--- src/rtl/iq_dcoc_pkg.sv ---
package iq_dcoc_pkg;

  typedef enum logic [1:0] {
    ST_SLEEP  = 2'd0,
    ST_CAL    = 2'd1,
    ST_SETTLE = 2'd2,
    ST_RUN    = 2'd3
  } dcoc_state_e;

  localparam int unsigned DEF_SMP_W      = 15;
  localparam int unsigned DEF_OFS_W      = 10;
  localparam int unsigned DEF_OFS_LSB    = 2;
  localparam int unsigned DEF_AVG_LOG2   = 4;
  localparam int unsigned DEF_SETTLE_SMP = 8;

endpackage

--- src/rtl/dcoc_seq.sv ---
module dcoc_seq
  import iq_dcoc_pkg::*;
#(
  parameter int unsigned AVG_LOG2   = DEF_AVG_LOG2,
  parameter int unsigned SETTLE_SMP = DEF_SETTLE_SMP
) (
  input  logic        clk,
  input  logic        rst_n,
  input  logic        sleep_i,
  input  logic        user_mode_i,
  input  logic        smp_valid_i,
  output dcoc_state_e state_o,
  output logic        acc_clr_o,
  output logic        acc_en_o,
  output logic        cal_last_o,
  output logic        busy_o
);

  localparam int unsigned AVG_N   = 1 << AVG_LOG2;
  localparam int unsigned CNT_MAX = (AVG_N > SETTLE_SMP) ? AVG_N : SETTLE_SMP;
  localparam int unsigned CNT_W   = (CNT_MAX > 1) ? $clog2(CNT_MAX) : 1;
  localparam logic [CNT_W-1:0] AVG_LAST    = CNT_W'(AVG_N - 1);
  localparam logic [CNT_W-1:0] SETTLE_LAST = CNT_W'(SETTLE_SMP - 1);

  dcoc_state_e      state_q, state_d;
  logic [CNT_W-1:0] cnt_q, cnt_d;
  logic             cal_last;

  always_comb begin
    state_d  = state_q;
    cnt_d    = cnt_q;
    cal_last = 1'b0;
    case (state_q)
      ST_SLEEP: begin
        cnt_d = '0;
        if (!sleep_i) state_d = user_mode_i ? ST_SETTLE : ST_CAL;
      end
      ST_CAL: begin
        if (smp_valid_i) begin
          if (cnt_q == AVG_LAST) begin
            state_d  = ST_SETTLE;
            cnt_d    = '0;
            cal_last = 1'b1;
          end else begin
            cnt_d = cnt_q + 1'b1;
          end
        end
      end
      ST_SETTLE: begin
        if (smp_valid_i) begin
          if (cnt_q == SETTLE_LAST) begin
            state_d = ST_RUN;
            cnt_d   = '0;
          end else begin
            cnt_d = cnt_q + 1'b1;
          end
        end
      end
      default: ;
    endcase
    if (sleep_i) begin
      state_d  = ST_SLEEP;
      cnt_d    = '0;
      cal_last = 1'b0;
    end
  end

  always_ff @(posedge clk or negedge rst_n) begin
    if (!rst_n) begin
      state_q <= ST_SLEEP;
      cnt_q   <= '0;
    end else begin
      state_q <= state_d;
      cnt_q   <= cnt_d;
    end
  end

  assign state_o    = state_q;
  assign acc_clr_o  = (state_q == ST_SLEEP);
  assign acc_en_o   = (state_q == ST_CAL) && smp_valid_i && !sleep_i;
  assign cal_last_o = cal_last;
  assign busy_o     = (state_q == ST_CAL);

  // sleep request drops calibration on the next cycle
  assert_busy_clears_R10: assert property (@(posedge clk) disable iff (!rst_n)
    sleep_i |=> !busy_o);

  // settle count never passes its window
  assert_settle_cnt_R9: assert property (@(posedge clk) disable iff (!rst_n)
    (state_q == ST_SETTLE) |-> (cnt_q <= SETTLE_LAST));

endmodule

--- src/rtl/dcoc_chan.sv ---
module dcoc_chan
  import iq_dcoc_pkg::*;
#(
  parameter int unsigned SMP_W    = DEF_SMP_W,
  parameter int unsigned OFS_W    = DEF_OFS_W,
  parameter int unsigned OFS_LSB  = DEF_OFS_LSB,
  parameter int unsigned AVG_LOG2 = DEF_AVG_LOG2
) (
  input  logic             clk,
  input  logic             rst_n,
  input  logic [SMP_W-1:0] smp_i,
  input  logic             acc_clr_i,
  input  logic             acc_en_i,
  input  logic             cal_last_i,
  input  logic             wr_en_i,
  input  logic [OFS_W-1:0] wr_data_i,
  input  logic             run_smp_i,
  output logic [OFS_W-1:0] ofs_o,
  output logic [SMP_W-1:0] out_o
);

  localparam int unsigned ACC_W = SMP_W + AVG_LOG2;
  localparam int unsigned SHIFT = AVG_LOG2 + OFS_LSB;
  localparam int unsigned DW    = SMP_W + 1;
  localparam int unsigned EXT_W = DW - OFS_W - OFS_LSB;
  localparam logic signed [ACC_W-1:0] LIM_HI = ACC_W'((2 ** (OFS_W - 1)) - 1);
  localparam logic signed [ACC_W-1:0] LIM_LO = ~LIM_HI;
  localparam logic [SMP_W-1:0] OUT_MAX = {1'b0, {(SMP_W-1){1'b1}}};
  localparam logic [SMP_W-1:0] OUT_MIN = {1'b1, {(SMP_W-1){1'b0}}};

  logic signed [ACC_W-1:0] acc_q, acc_d, sum_nxt, avg_sh;
  logic [OFS_W-1:0]        ofs_q, ofs_d, avg_sat;
  logic signed [DW-1:0]    smp_ext, ofs_ext, diff;
  logic [SMP_W-1:0]        out_q, out_d, diff_sat;

  // accumulate and average
  always_comb begin
    sum_nxt = acc_q + $signed({{AVG_LOG2{smp_i[SMP_W-1]}}, smp_i});
    avg_sh  = sum_nxt >>> SHIFT;
    if (avg_sh > LIM_HI)      avg_sat = LIM_HI[OFS_W-1:0];
    else if (avg_sh < LIM_LO) avg_sat = LIM_LO[OFS_W-1:0];
    else                      avg_sat = avg_sh[OFS_W-1:0];
  end

  always_comb begin
    acc_d = acc_q;
    if (acc_clr_i)     acc_d = '0;
    else if (acc_en_i) acc_d = sum_nxt;
  end

  // offset register: calibration result has priority over host write
  always_comb begin
    ofs_d = ofs_q;
    if (cal_last_i)   ofs_d = avg_sat;
    else if (wr_en_i) ofs_d = wr_data_i;
  end

  // offset subtraction with clipping
  always_comb begin
    smp_ext = $signed({smp_i[SMP_W-1], smp_i});
    ofs_ext = $signed({{EXT_W{ofs_q[OFS_W-1]}}, ofs_q, {OFS_LSB{1'b0}}});
    diff    = smp_ext - ofs_ext;
    if (diff[DW-1] != diff[DW-2]) diff_sat = diff[DW-1] ? OUT_MIN : OUT_MAX;
    else                          diff_sat = diff[SMP_W-1:0];
    out_d = run_smp_i ? diff_sat : out_q;
  end

  always_ff @(posedge clk or negedge rst_n) begin
    if (!rst_n) begin
      acc_q <= '0;
      ofs_q <= '0;
      out_q <= '0;
    end else begin
      acc_q <= acc_d;
      ofs_q <= ofs_d;
      out_q <= out_d;
    end
  end

  assign ofs_o = ofs_q;
  assign out_o = out_q;

endmodule

--- src/rtl/iq_dcoc_ctrl.sv ---
module iq_dcoc_ctrl
  import iq_dcoc_pkg::*;
#(
  parameter int unsigned SMP_W      = DEF_SMP_W,
  parameter int unsigned OFS_W      = DEF_OFS_W,
  parameter int unsigned OFS_LSB    = DEF_OFS_LSB,
  parameter int unsigned AVG_LOG2   = DEF_AVG_LOG2,
  parameter int unsigned SETTLE_SMP = DEF_SETTLE_SMP
) (
  input  logic             clk,
  input  logic             rst_n,
  input  logic             sleep_i,
  input  logic             user_mode_i,
  input  logic             smp_valid_i,
  input  logic [SMP_W-1:0] smp_i_i,
  input  logic [SMP_W-1:0] smp_q_i,
  input  logic             wr_en_i,
  input  logic             wr_sel_i,
  input  logic [OFS_W-1:0] wr_data_i,
  output logic             short_o,
  output logic             cal_busy_o,
  output logic             out_valid_o,
  output logic [SMP_W-1:0] out_i_o,
  output logic [SMP_W-1:0] out_q_o,
  output logic [OFS_W-1:0] ofs_i_o,
  output logic [OFS_W-1:0] ofs_q_o
);

  localparam int unsigned N_CH = 2;

  logic        rst_s1_q, rst_s2_q;
  logic        rst_sn;
  dcoc_state_e state;
  logic        acc_clr, acc_en, cal_last, busy;
  logic        run_smp;
  logic        out_valid_q, out_valid_d;

  logic [N_CH-1:0][SMP_W-1:0] ch_smp, ch_out;
  logic [N_CH-1:0][OFS_W-1:0] ch_ofs;
  logic [N_CH-1:0]            ch_wr;

  // reset: asserted asynchronously, released through two flops
  always_ff @(posedge clk or negedge rst_n) begin
    if (!rst_n) begin
      rst_s1_q <= 1'b0;
      rst_s2_q <= 1'b0;
    end else begin
      rst_s1_q <= 1'b1;
      rst_s2_q <= rst_s1_q;
    end
  end
  assign rst_sn = rst_s2_q;

  dcoc_seq #(
    .AVG_LOG2  (AVG_LOG2),
    .SETTLE_SMP(SETTLE_SMP)
  ) u_seq (
    .clk        (clk),
    .rst_n      (rst_sn),
    .sleep_i    (sleep_i),
    .user_mode_i(user_mode_i),
    .smp_valid_i(smp_valid_i),
    .state_o    (state),
    .acc_clr_o  (acc_clr),
    .acc_en_o   (acc_en),
    .cal_last_o (cal_last),
    .busy_o     (busy)
  );

  assign run_smp   = (state == ST_RUN) && smp_valid_i;
  assign ch_smp[0] = smp_i_i;
  assign ch_smp[1] = smp_q_i;

  for (genvar c = 0; c < N_CH; c++) begin : g_ch
    assign ch_wr[c] = wr_en_i && user_mode_i && (wr_sel_i == c[0]);

    dcoc_chan #(
      .SMP_W   (SMP_W),
      .OFS_W   (OFS_W),
      .OFS_LSB (OFS_LSB),
      .AVG_LOG2(AVG_LOG2)
    ) u_chan (
      .clk       (clk),
      .rst_n     (rst_sn),
      .smp_i     (ch_smp[c]),
      .acc_clr_i (acc_clr),
      .acc_en_i  (acc_en),
      .cal_last_i(cal_last),
      .wr_en_i   (ch_wr[c]),
      .wr_data_i (wr_data_i),
      .run_smp_i (run_smp),
      .ofs_o     (ch_ofs[c]),
      .out_o     (ch_out[c])
    );
  end

  assign out_valid_d = run_smp;

  always_ff @(posedge clk or negedge rst_sn) begin
    if (!rst_sn) out_valid_q <= 1'b0;
    else         out_valid_q <= out_valid_d;
  end

  assign short_o     = busy;
  assign cal_busy_o  = busy;
  assign out_valid_o = out_valid_q;
  assign out_i_o     = ch_out[0];
  assign out_q_o     = ch_out[1];
  assign ofs_i_o     = ch_ofs[0];
  assign ofs_q_o     = ch_ofs[1];

  // a corrected sample only follows a sample taken while running
  assert_valid_run_R9: assert property (@(posedge clk) disable iff (!rst_sn)
    out_valid_o |-> $past(state == ST_RUN));

  // no output while calibrating
  assert_busy_no_valid_R4: assert property (@(posedge clk) disable iff (!rst_sn)
    cal_busy_o |-> !out_valid_o);

  // offsets hold in automatic mode unless a calibration result lands
  assert_auto_wr_ignored_R7: assert property (@(posedge clk) disable iff (!rst_sn)
    (!user_mode_i && !cal_last) |=> ($stable(ofs_i_o) && $stable(ofs_q_o)));

endmodule

--- config.mk ---
export PLATFORM = sky130hd
export DESIGN_NAME = iq_dcoc_ctrl
export DESIGN_NICKNAME = d
export VERILOG_FILES = /design/src/rtl/iq_dcoc_pkg.sv /design/src/rtl/dcoc_seq.sv /design/src/rtl/dcoc_chan.sv /design/src/rtl/iq_dcoc_ctrl.sv
export SDC_FILE = /design/constraint.sdc
export NUM_CORES = 1
export LEC_CHECK = 0
export BUFFER_PORTS_ARGS = -buffer_cell sky130_fd_sc_hd__buf_2
export CAP_MARGIN = 20
export CORE_MARGIN = 10
export CORE_UTILIZATION = 43
export DETAILED_ROUTE_END_ITERATION = 16
export SLEW_MARGIN = 30
export SYNTH_ARGS = -nofsm -noshare
export SYNTH_HDL_FRONTEND = slang
export SYNTH_SLANG_ARGS = --single-unit
--- constraint.sdc ---
create_clock -name clk -period 4.3 [get_ports clk]
set_input_delay 0.645 -clock clk [delete_from_list [all_inputs] [get_ports clk]]
set_output_delay 0.645 -clock clk [all_outputs]
set_load 0.05 [all_outputs]
==> results of run 1 <==
==> per-stage QoR <==
step | cells | hold WS (ns) | util | area, sq um
after global routing | 1228 | 0.06658 | 0.4956 | 8513
after floorplan | 917 | 0.3312 | - | 7503
final | 1228 | 0.07080 | 0.4956 | 8513
after global placement | 1212 | 0.3358 | 0.4771 | 8195
after CTS | 1228 | 0.06107 | 0.4953 | 8508
after detailed placement | 1213 | 0.3113 | 0.4787 | 8223
==> layer usage <==
metal / up-vias / part of all wire
li1: 3470 / -
met1: 3165 / 0.49
met2: 160 / 0.44
met3: 23 / 0.048
met4: 0 / 0.019
met5: - / 0
==> power by group through the flow <==
stage | sequential, mW | combinational (mW) | clock (mW)
final | 1.28 | 2.27 | 0.813
after global routing | 1.31 | 2.49 | 0.856
after CTS | 1.28 | 2.28 | 0.834
after detailed placement | 1.30 | 2.27 | 0
after global placement | 1.30 | 2.25 | 0
after floorplan | 1.89 | 1.12 | 0
==> registers in the layout, indices dropped and copies added, names as in the netlist <==
| name | flops |
|---|---|
| rst_s1_q | 1 |
| g_ch.u_chan.acc_q | 38 |
| out_valid_o | 1 |
| u_seq.cnt_q | 4 |
| u_seq.state_o | 2 |
| g_ch.u_chan.ofs_o | 20 |
| rst_s2_q | 1 |
| g_ch.u_chan.out_o | 30 |
==> layout by cell type (no fill, tap or decap), types with 5 or more instances in the layout <==
cell / instances
buf_2: 99
inv_1: 52
or3_1: 15
buf_4: 5
nand2b_1: 10
nand4_1: 9
a21oi_1: 81
a22oi_1: 5
o21ai_1: 6
xor2_1: 14
nor3_1: 26
a31oi_1: 29
a211oi_1: 13
nor2b_1: 10
and2_1: 6
o21a_1: 16
nand3_1: 33
o21ai_0: 52
a32oi_1: 5
nand2_1: 94
clkbuf_16: 9
mux2i_1: 11
ha_1: 67
o22ai_1: 8
dfrtp_1: 96
a21o_1: 14
xnor2_1: 21
nor2_1: 100
==> logic make-up after synthesis <==
logic type	count (synthesis)	share of synthesized area
AOI/OAI and AO/OA	280	0.2421
xor gates and xnor gates	35	0.04085
adders and majority gates	71	0.1224
buffers and inverters	87	0.04435
DFF	97	0.3235
muxes	12	0.01618
other	1	0.0004998
and+or+nand+nor	334	0.2101
==> area by class of cell <==
| class | instances | area (sq um) | area share |
|---|---|---|---|
| clock buffer | 10 | 229.0 | 0.02690 |
| timing repair buffer | 105 | 560.5 | 0.06584 |
| clock inverter | 5 | 56.30 | 0.006614 |
| sequential | 97 | 2431 | 0.2856 |
| inverter | 53 | 198.9 | 0.02337 |
| tap | 225 | 281.5 | 0.03307 |
| multi-input combinational | 733 | 4756 | 0.5586 |
==> how the worst min path moves through the flow <==
| stage | from | end | slack [ns] | depth (start not counted) |
|---|---|---|---|---|
| floorplan | rst_s1_q | rst_s2_q | 0.33 | 0 |
| global placement | rst_s1_q | rst_s2_q | 0.34 | 0 |
| detailed placement | rst_s2_q | u_seq.state_o[0] | 0.31 | 0 |
| CTS | rst_n | rst_s2_q | 0.06 | 1 |
| global route | rst_n | rst_s2_q | 0.07 | 1 |
| finish | rst_n | rst_s2_q | 0.07 | 1 |
==> qor.yml, run 1 <==
outcome:
  status: "complete, no violations"
yosys:
  synth-edff-count: 0
  ys_seq_area_frac: 0.3235
  synth_area_leaders: "dfrtp_1, ha_1, a21oi_1, nor2_1, nand2_1"
  ys_types: 73
  syn_area_sq_um: 7503
  ys_warn_count: 0
  syn_area_per_cell_sq_um: 8.183
  synth_top_area_frac: 0.3235
  ys_top_cells_by_count: "nor2_1, dfrtp_1, nand2_1, a21oi_1, ha_1"
  synth_ff_type: "dfrtp_1"
  syn_nets: 1035
  synth_seq_cells: 97
  yosysMostFrequentCell: "nor2_1"
  postSynthCellCount: 917
  yosys.area.top_type: "dfrtp_1"
  synthArstFlopShare: 1.000
power_and_ir_drop:
  switching_power_mw: 2.117
  power_frac_clock: 0.187
  p_per_area_nw_per_um2: 512.2
  internal-power_mw: 2.243
  p_sw_frac: 0.4856
  fin_total_pwr_mw: 4.360
  seq_power_share: 0.293
  pwr-share-comb: 0.521
  power_leakage_nw: 4.028
  ir_drop_v: 0.0003699
global_routing:
  grt_util_met1: 0.2474
  grt_use_met3: 0.03359
  first_global_vias: 6614
  grt_antenna_before_repair: 0
  grtUsageTotal: 0.1782
  grt_pass1_wl_um: 34800
  grt_remaining_overflow: 0
  grt.met2_usage: 0.2730
  grt_busiest_layer: "met2"
  grt_max_degree: 48
setup_path:
  slowest_stage: "o41ai_4"
  crit_family: "compound AO/OA/AOI/OAI gates"
  timing.rr.start: "g_ch[1].u_chan.acc_q[1]"
  crit_cells: 10
  cp_cell_sequence: "buf_2 > ha_1 > a211oi_1 > o21ai_1 > nand4_1 > a31oi_1 > a211oi_2 > nor2_2 > o41ai_4 > a32oi_1"
  cp-end-kind: "flip-flop"
  rrSetupSlack_ns: 1.07
  crit_type: "in -> reg"
  endpoint: "g_ch[1].u_chan.ofs_o[1]"
  crit_path_start_kind: "input port"
  crit_arrival_ns: 3.43
  r2r-end: "g_ch[1].u_chan.ofs_o[1]"
  critPathBufInv: 1
  crit_fanout: 9
  cp.required_ns: 4.50
  startpoint: "smp_q_i[1]"
  ff2ff_path_depth: 9
  max_stage_delay_ns: 0.61
placement:
  dp_hpwl_um: 16460
  io_buffers: 99
  pre_cts_ws_ns: 0.7864
  gp_congestion: 0.8915
cts:
  clockBufferDepth: 2
  cts_resized: 0
  cts_tree: "built"
  h-tree-depth: 3
  root_buffer: "clkbuf_16"
  ctsHoldBuffers: 0
  numCtsBuffers: 9
  postCtsSetupRepairBufs: 0
  clk_latency_ns: 0.35
  cts.reportedPaths.clkPinSlew_ns: 0.07
  cts_sinks: 97
detailed_routing:
  ant_nets: 0
  drt_first_pass_iters: 5
  vias: 6818
  drc: 0
  drt_iter0_drc: 518
  viasPerCell: 5.552
  wl_um: 21060
  routedWlPerCell_um: 17.15
timing:
  rsz0062_at_grt: "false"
  fin_crit_sh: 0.7533
  setup_tns_ns: 0
  slew_headroom: 0.3715
  finClkSkew_ns: 0.006852
  tightest_slew_ns: 0.9427
  slew_viol_final: 0
  fmax_mhz: 308.7
  period_needed_ns: 3.239
  finalSetupViolCount: 0
  fin_ws_ns: 1.061
  hold_violations: 0
die:
  die_y_um: 152.1
  core_area_sq_um: 17180
  floorplan.rows: 48
  die_area_sq_um: 23130
  initial_core_util: 0.4368
  dieWidth_um: 152.1
  io_pins: 100
cells_and_area:
  fillers: 1769
  n_antenna_cell: 0
  nets: 1117
  drive_above_1_share: 0.1416
  area.growth.synth_to_final_pct: 13.46
worst_hold_path:
  min_path_type: "in -> async"
flow_run:
  cap_violations: 0
(Power assumes the default switching activity.)
==> run 2, diff against run 1 <==
- clock period: 4.3 -> 2.86 ns (I/O delays scaled with it)
==> qor.yml, run 2 (same netlist as run 1, synthesis figures left out) <==
timing:
  slew_headroom: 0.4651  # was 0.3715
  tightest_slew_ns: 0.8024  # was 0.9427 ns
  slew_viol_final: 0  # unchanged
  hold_violations: 0  # unchanged
  fmax_mhz: 357.7
  setup_tns_ns: 0  # unchanged
  finClkSkew_ns: 0.01276  # was 0.006852 ns
  rsz0062_at_grt: "true"  # was false
  finalSetupViolCount: 0  # unchanged
  period_needed_ns: 2.796
  fin_crit_sh: 0.9775
detailed_routing:
  ant_nets: 0  # unchanged
  routedWlPerCell_um: 16.75  # was 17.15 um
  met3WireLength_um: 973  # was 1013 um
  drc: 0  # unchanged
  wl_met1_um: 10900  # was 10,330 um
  vias: 7302  # was 6,818
  drt_iter0_drc: 469  # was 518
  routed.top_layer: "met5"  # was met4
  wl_met2_um: 9897  # was 9310 um
  viasPerCell: 5.490  # was 5.552
  wl_um: 22280  # was 21,060 um
  drt_first_pass_iters: 5  # unchanged
die:
  die_area_sq_um: 23130  # unchanged
  dieWidth_um: 152.1  # unchanged
  initial_core_util: 0.4368  # unchanged
  core_area_sq_um: 17180  # unchanged
  floorplan.rows: 48  # unchanged
  io_pins: 100  # unchanged
  die_y_um: 152.1  # unchanged
placement:
  dp_cells: 1306  # was 1,213
  dp_hpwl_um: 17440  # was 16,460 um
  io_buffers: 99  # unchanged
  gp_congestion: 0.9001  # was 0.8915
cells_and_area:
  final_cell_mix: "buf_4, nor2_1, buf_2"  # was nor2_1, buf_2, dfrtp_1
  final_cells: 1330  # was 1,228
  fin_util: 0.5480  # was 0.4956
  drive_above_1_share: 0.2471  # was 0.1416
  fillers: 1689  # was 1,769
  final_common_cell: "buf_4"  # was nor2_1
  top_register: "g_ch.u_chan.acc_q"  # unchanged
  n_antenna_cell: 0  # unchanged
  largest_reg_flops: 38  # unchanged
  area.growth.synth_to_final_pct: 25.45  # was 13.46%
  nets: 1218  # was 1,117
setup_path:
  cp-end-kind: "flip-flop"  # unchanged
  cp_cell_sequence: "ha_4 > a21o_1 > a211oi_2 > o22ai_1 > a221o_1 > or3_4 > and2_4 > o41ai_4 > buf_4 > a32oi_1"  # was buf_2 > ha_1 > a211oi_1 > o21ai_1 > nand4_1 > a31oi_1 > a211oi_2 > nor2_2 > o41ai_4 > a32oi_1
  startpoint: "g_ch[1].u_chan.acc_q[10]"  # was smp_q_i[1]
  crit_path_start_kind: "flip-flop"  # was input port
  crit_fanout: 4  # was 9
  cp.required_ns: 3.09  # was 4.50 ns
  slowest_stage: "dfrtp_1"  # was o41ai_4
  rrSetupSlack_ns: 0.06  # was 1.07 ns
  critPathBufInv: 1  # unchanged
  timing.rr.start: "g_ch[1].u_chan.acc_q[10]"  # was g_ch[1].u_chan.acc_q[1]
  crit_arrival_ns: 3.03  # was 3.43 ns
  crit_type: "reg -> reg"  # was in -> reg
  max_stage_delay_ns: 0.41  # was 0.61 ns
  crit_family: "compound AO/OA/AOI/OAI gates"  # unchanged
power_and_ir_drop:
  switching_power_mw: 3.300  # was 2.117 mW
  ir_drop_v: 0.0005574  # was 0.0003699 V
  p_sw_frac: 0.4848  # was 0.4856
  internal-power_mw: 3.507  # was 2.243 mW
  power_frac_clock: 0.168  # was 0.187
  pwr-share-comb: 0.549  # was 0.521
  p_per_area_nw_per_um2: 723.2  # was 512.2 nW/um^2
  seq_power_share: 0.283  # was 0.293
  power_leakage_nw: 4.516  # was 4.028 nW
cts:
  cts_tree: "built"  # unchanged
  cts.reportedPaths.clkPinSlew_ns: 0.07  # about the same
  root_buffer: "clkbuf_16"  # unchanged
  clockBufferDepth: 2  # unchanged
  clk_latency_ns: 0.35  # about the same
  h-tree-depth: 3  # unchanged
  cts_sinks: 97  # unchanged
  numCtsBuffers: 9  # unchanged
global_routing:
  grtUsageTotal: 0.1849  # was 0.1782
  grt_antenna_before_repair: 2  # was 0
  grt_max_degree: 61  # was 48
  grt_remaining_overflow: 0  # unchanged
  first_global_vias: 6933  # was 6,614
  grt_pass1_wl_um: 36070  # was 34,800 um
worst_hold_path:
  min_path_type: "in -> reg"  # was in -> async
  hp-start: "wr_data_i[9]"
outcome:
  status: "complete, no violations"  # unchanged
flow_run:
  cap_violations: 0  # unchanged
[run 2: changes by cell type in the layout (fill, tap and decap cells not counted), sizes merged]
cell         change
bufinv           -1
dlygate4sd3      +1
a2111o           +1
buf             +99
clkinv           -1
clkinvlp         +1
clkbuf           +2
[run 2: worst paths after layout]
check                                                 to  cells after the start
worst max-delay path             g_ch[1].u_chan.ofs_o[1]                     10
worst min-delay path             g_ch[0].u_chan.ofs_o[9]                      3
worst max register to register   g_ch[1].u_chan.ofs_o[1]                     10
worst min register to register                  rst_s2_q                      0
max in group asynchronous       g_ch[1].u_chan.acc_q[13]                      1
min in group asynchronous                       rst_s2_q                      2
[run 2: routing by layer]
layer | global-route usage | vias to the layer above
met5 | 0 | -
met4 | 0.06098 | 4
met3 | 0.03105 | 35
met2 | 0.2850 | 158
met1 | 0.2566 | 3421
li1 | - | 3684
[run 2: cell type report]
cell class,count,area (sq um),area share
timing repair buffer,205,1301,0.1382
clock buffer,12,236.5,0.02512
clock inverter,4,28.78,0.003057
inverter,53,198.9,0.02114
sequential,97,2435,0.2587
multi-input combinational,734,4931,0.5239
tap,225,281.5,0.02991
[run 2: metrics by stage]
| stage | worst slack, ns | hold WS, ns | total power [mW] | area (sq um) |
|---|---|---|---|---|
| floorplan | 0.004845 | 0.1334 | 4.534 | 7518 |
| global placement | -0.1230 | 0.2163 | 5.563 | 8904 |
| detailed placement | -0.2346 | 0.2180 | 5.587 | 8904 |
| CTS | 0.005153 | 0.3330 | 6.766 | 9215 |
| global route | -0.007045 | 0.3461 | 7.267 | 9413 |
| finish | 0.06433 | 0.3461 | 6.808 | 9413 |
[run 2: worst register-to-register path, stage by stage, from the launching register on]
cell and delay [ns]:
dfrtp_1 0.41, ha_4 0.22, a21o_1 0.18, a211oi_2 0.27, o22ai_1 0.16, a221o_1 0.32
or3_4 0.34, and2_4 0.18, o41ai_4 0.32, buf_4 0.20, a32oi_1 0.09
[run 2: power groups by stage]
| stage | clock network (mW) | logic, mW | registers, mW |
|---|---|---|---|
| 4_1_cts | 1.17 | 3.67 | 1.93 |
| 2_1_floorplan | 0 | 1.70 | 2.84 |
| 3_5_place_dp | 0 | 3.63 | 1.96 |
| 5_1_grt | 1.22 | 4.07 | 1.98 |
| 6_report | 1.14 | 3.74 | 1.93 |
| 3_3_place_gp | 0 | 3.62 | 1.94 |
[run 2: what timing repair did]
action	in CTS	in global routing
gates resized for setup	10	38
buffers inserted	1	4
pin swaps	8	20
setup endpoints to repair	21	46
hold buffers	1	0
cloned	0	2
endpoints found under the hold margin	2	0
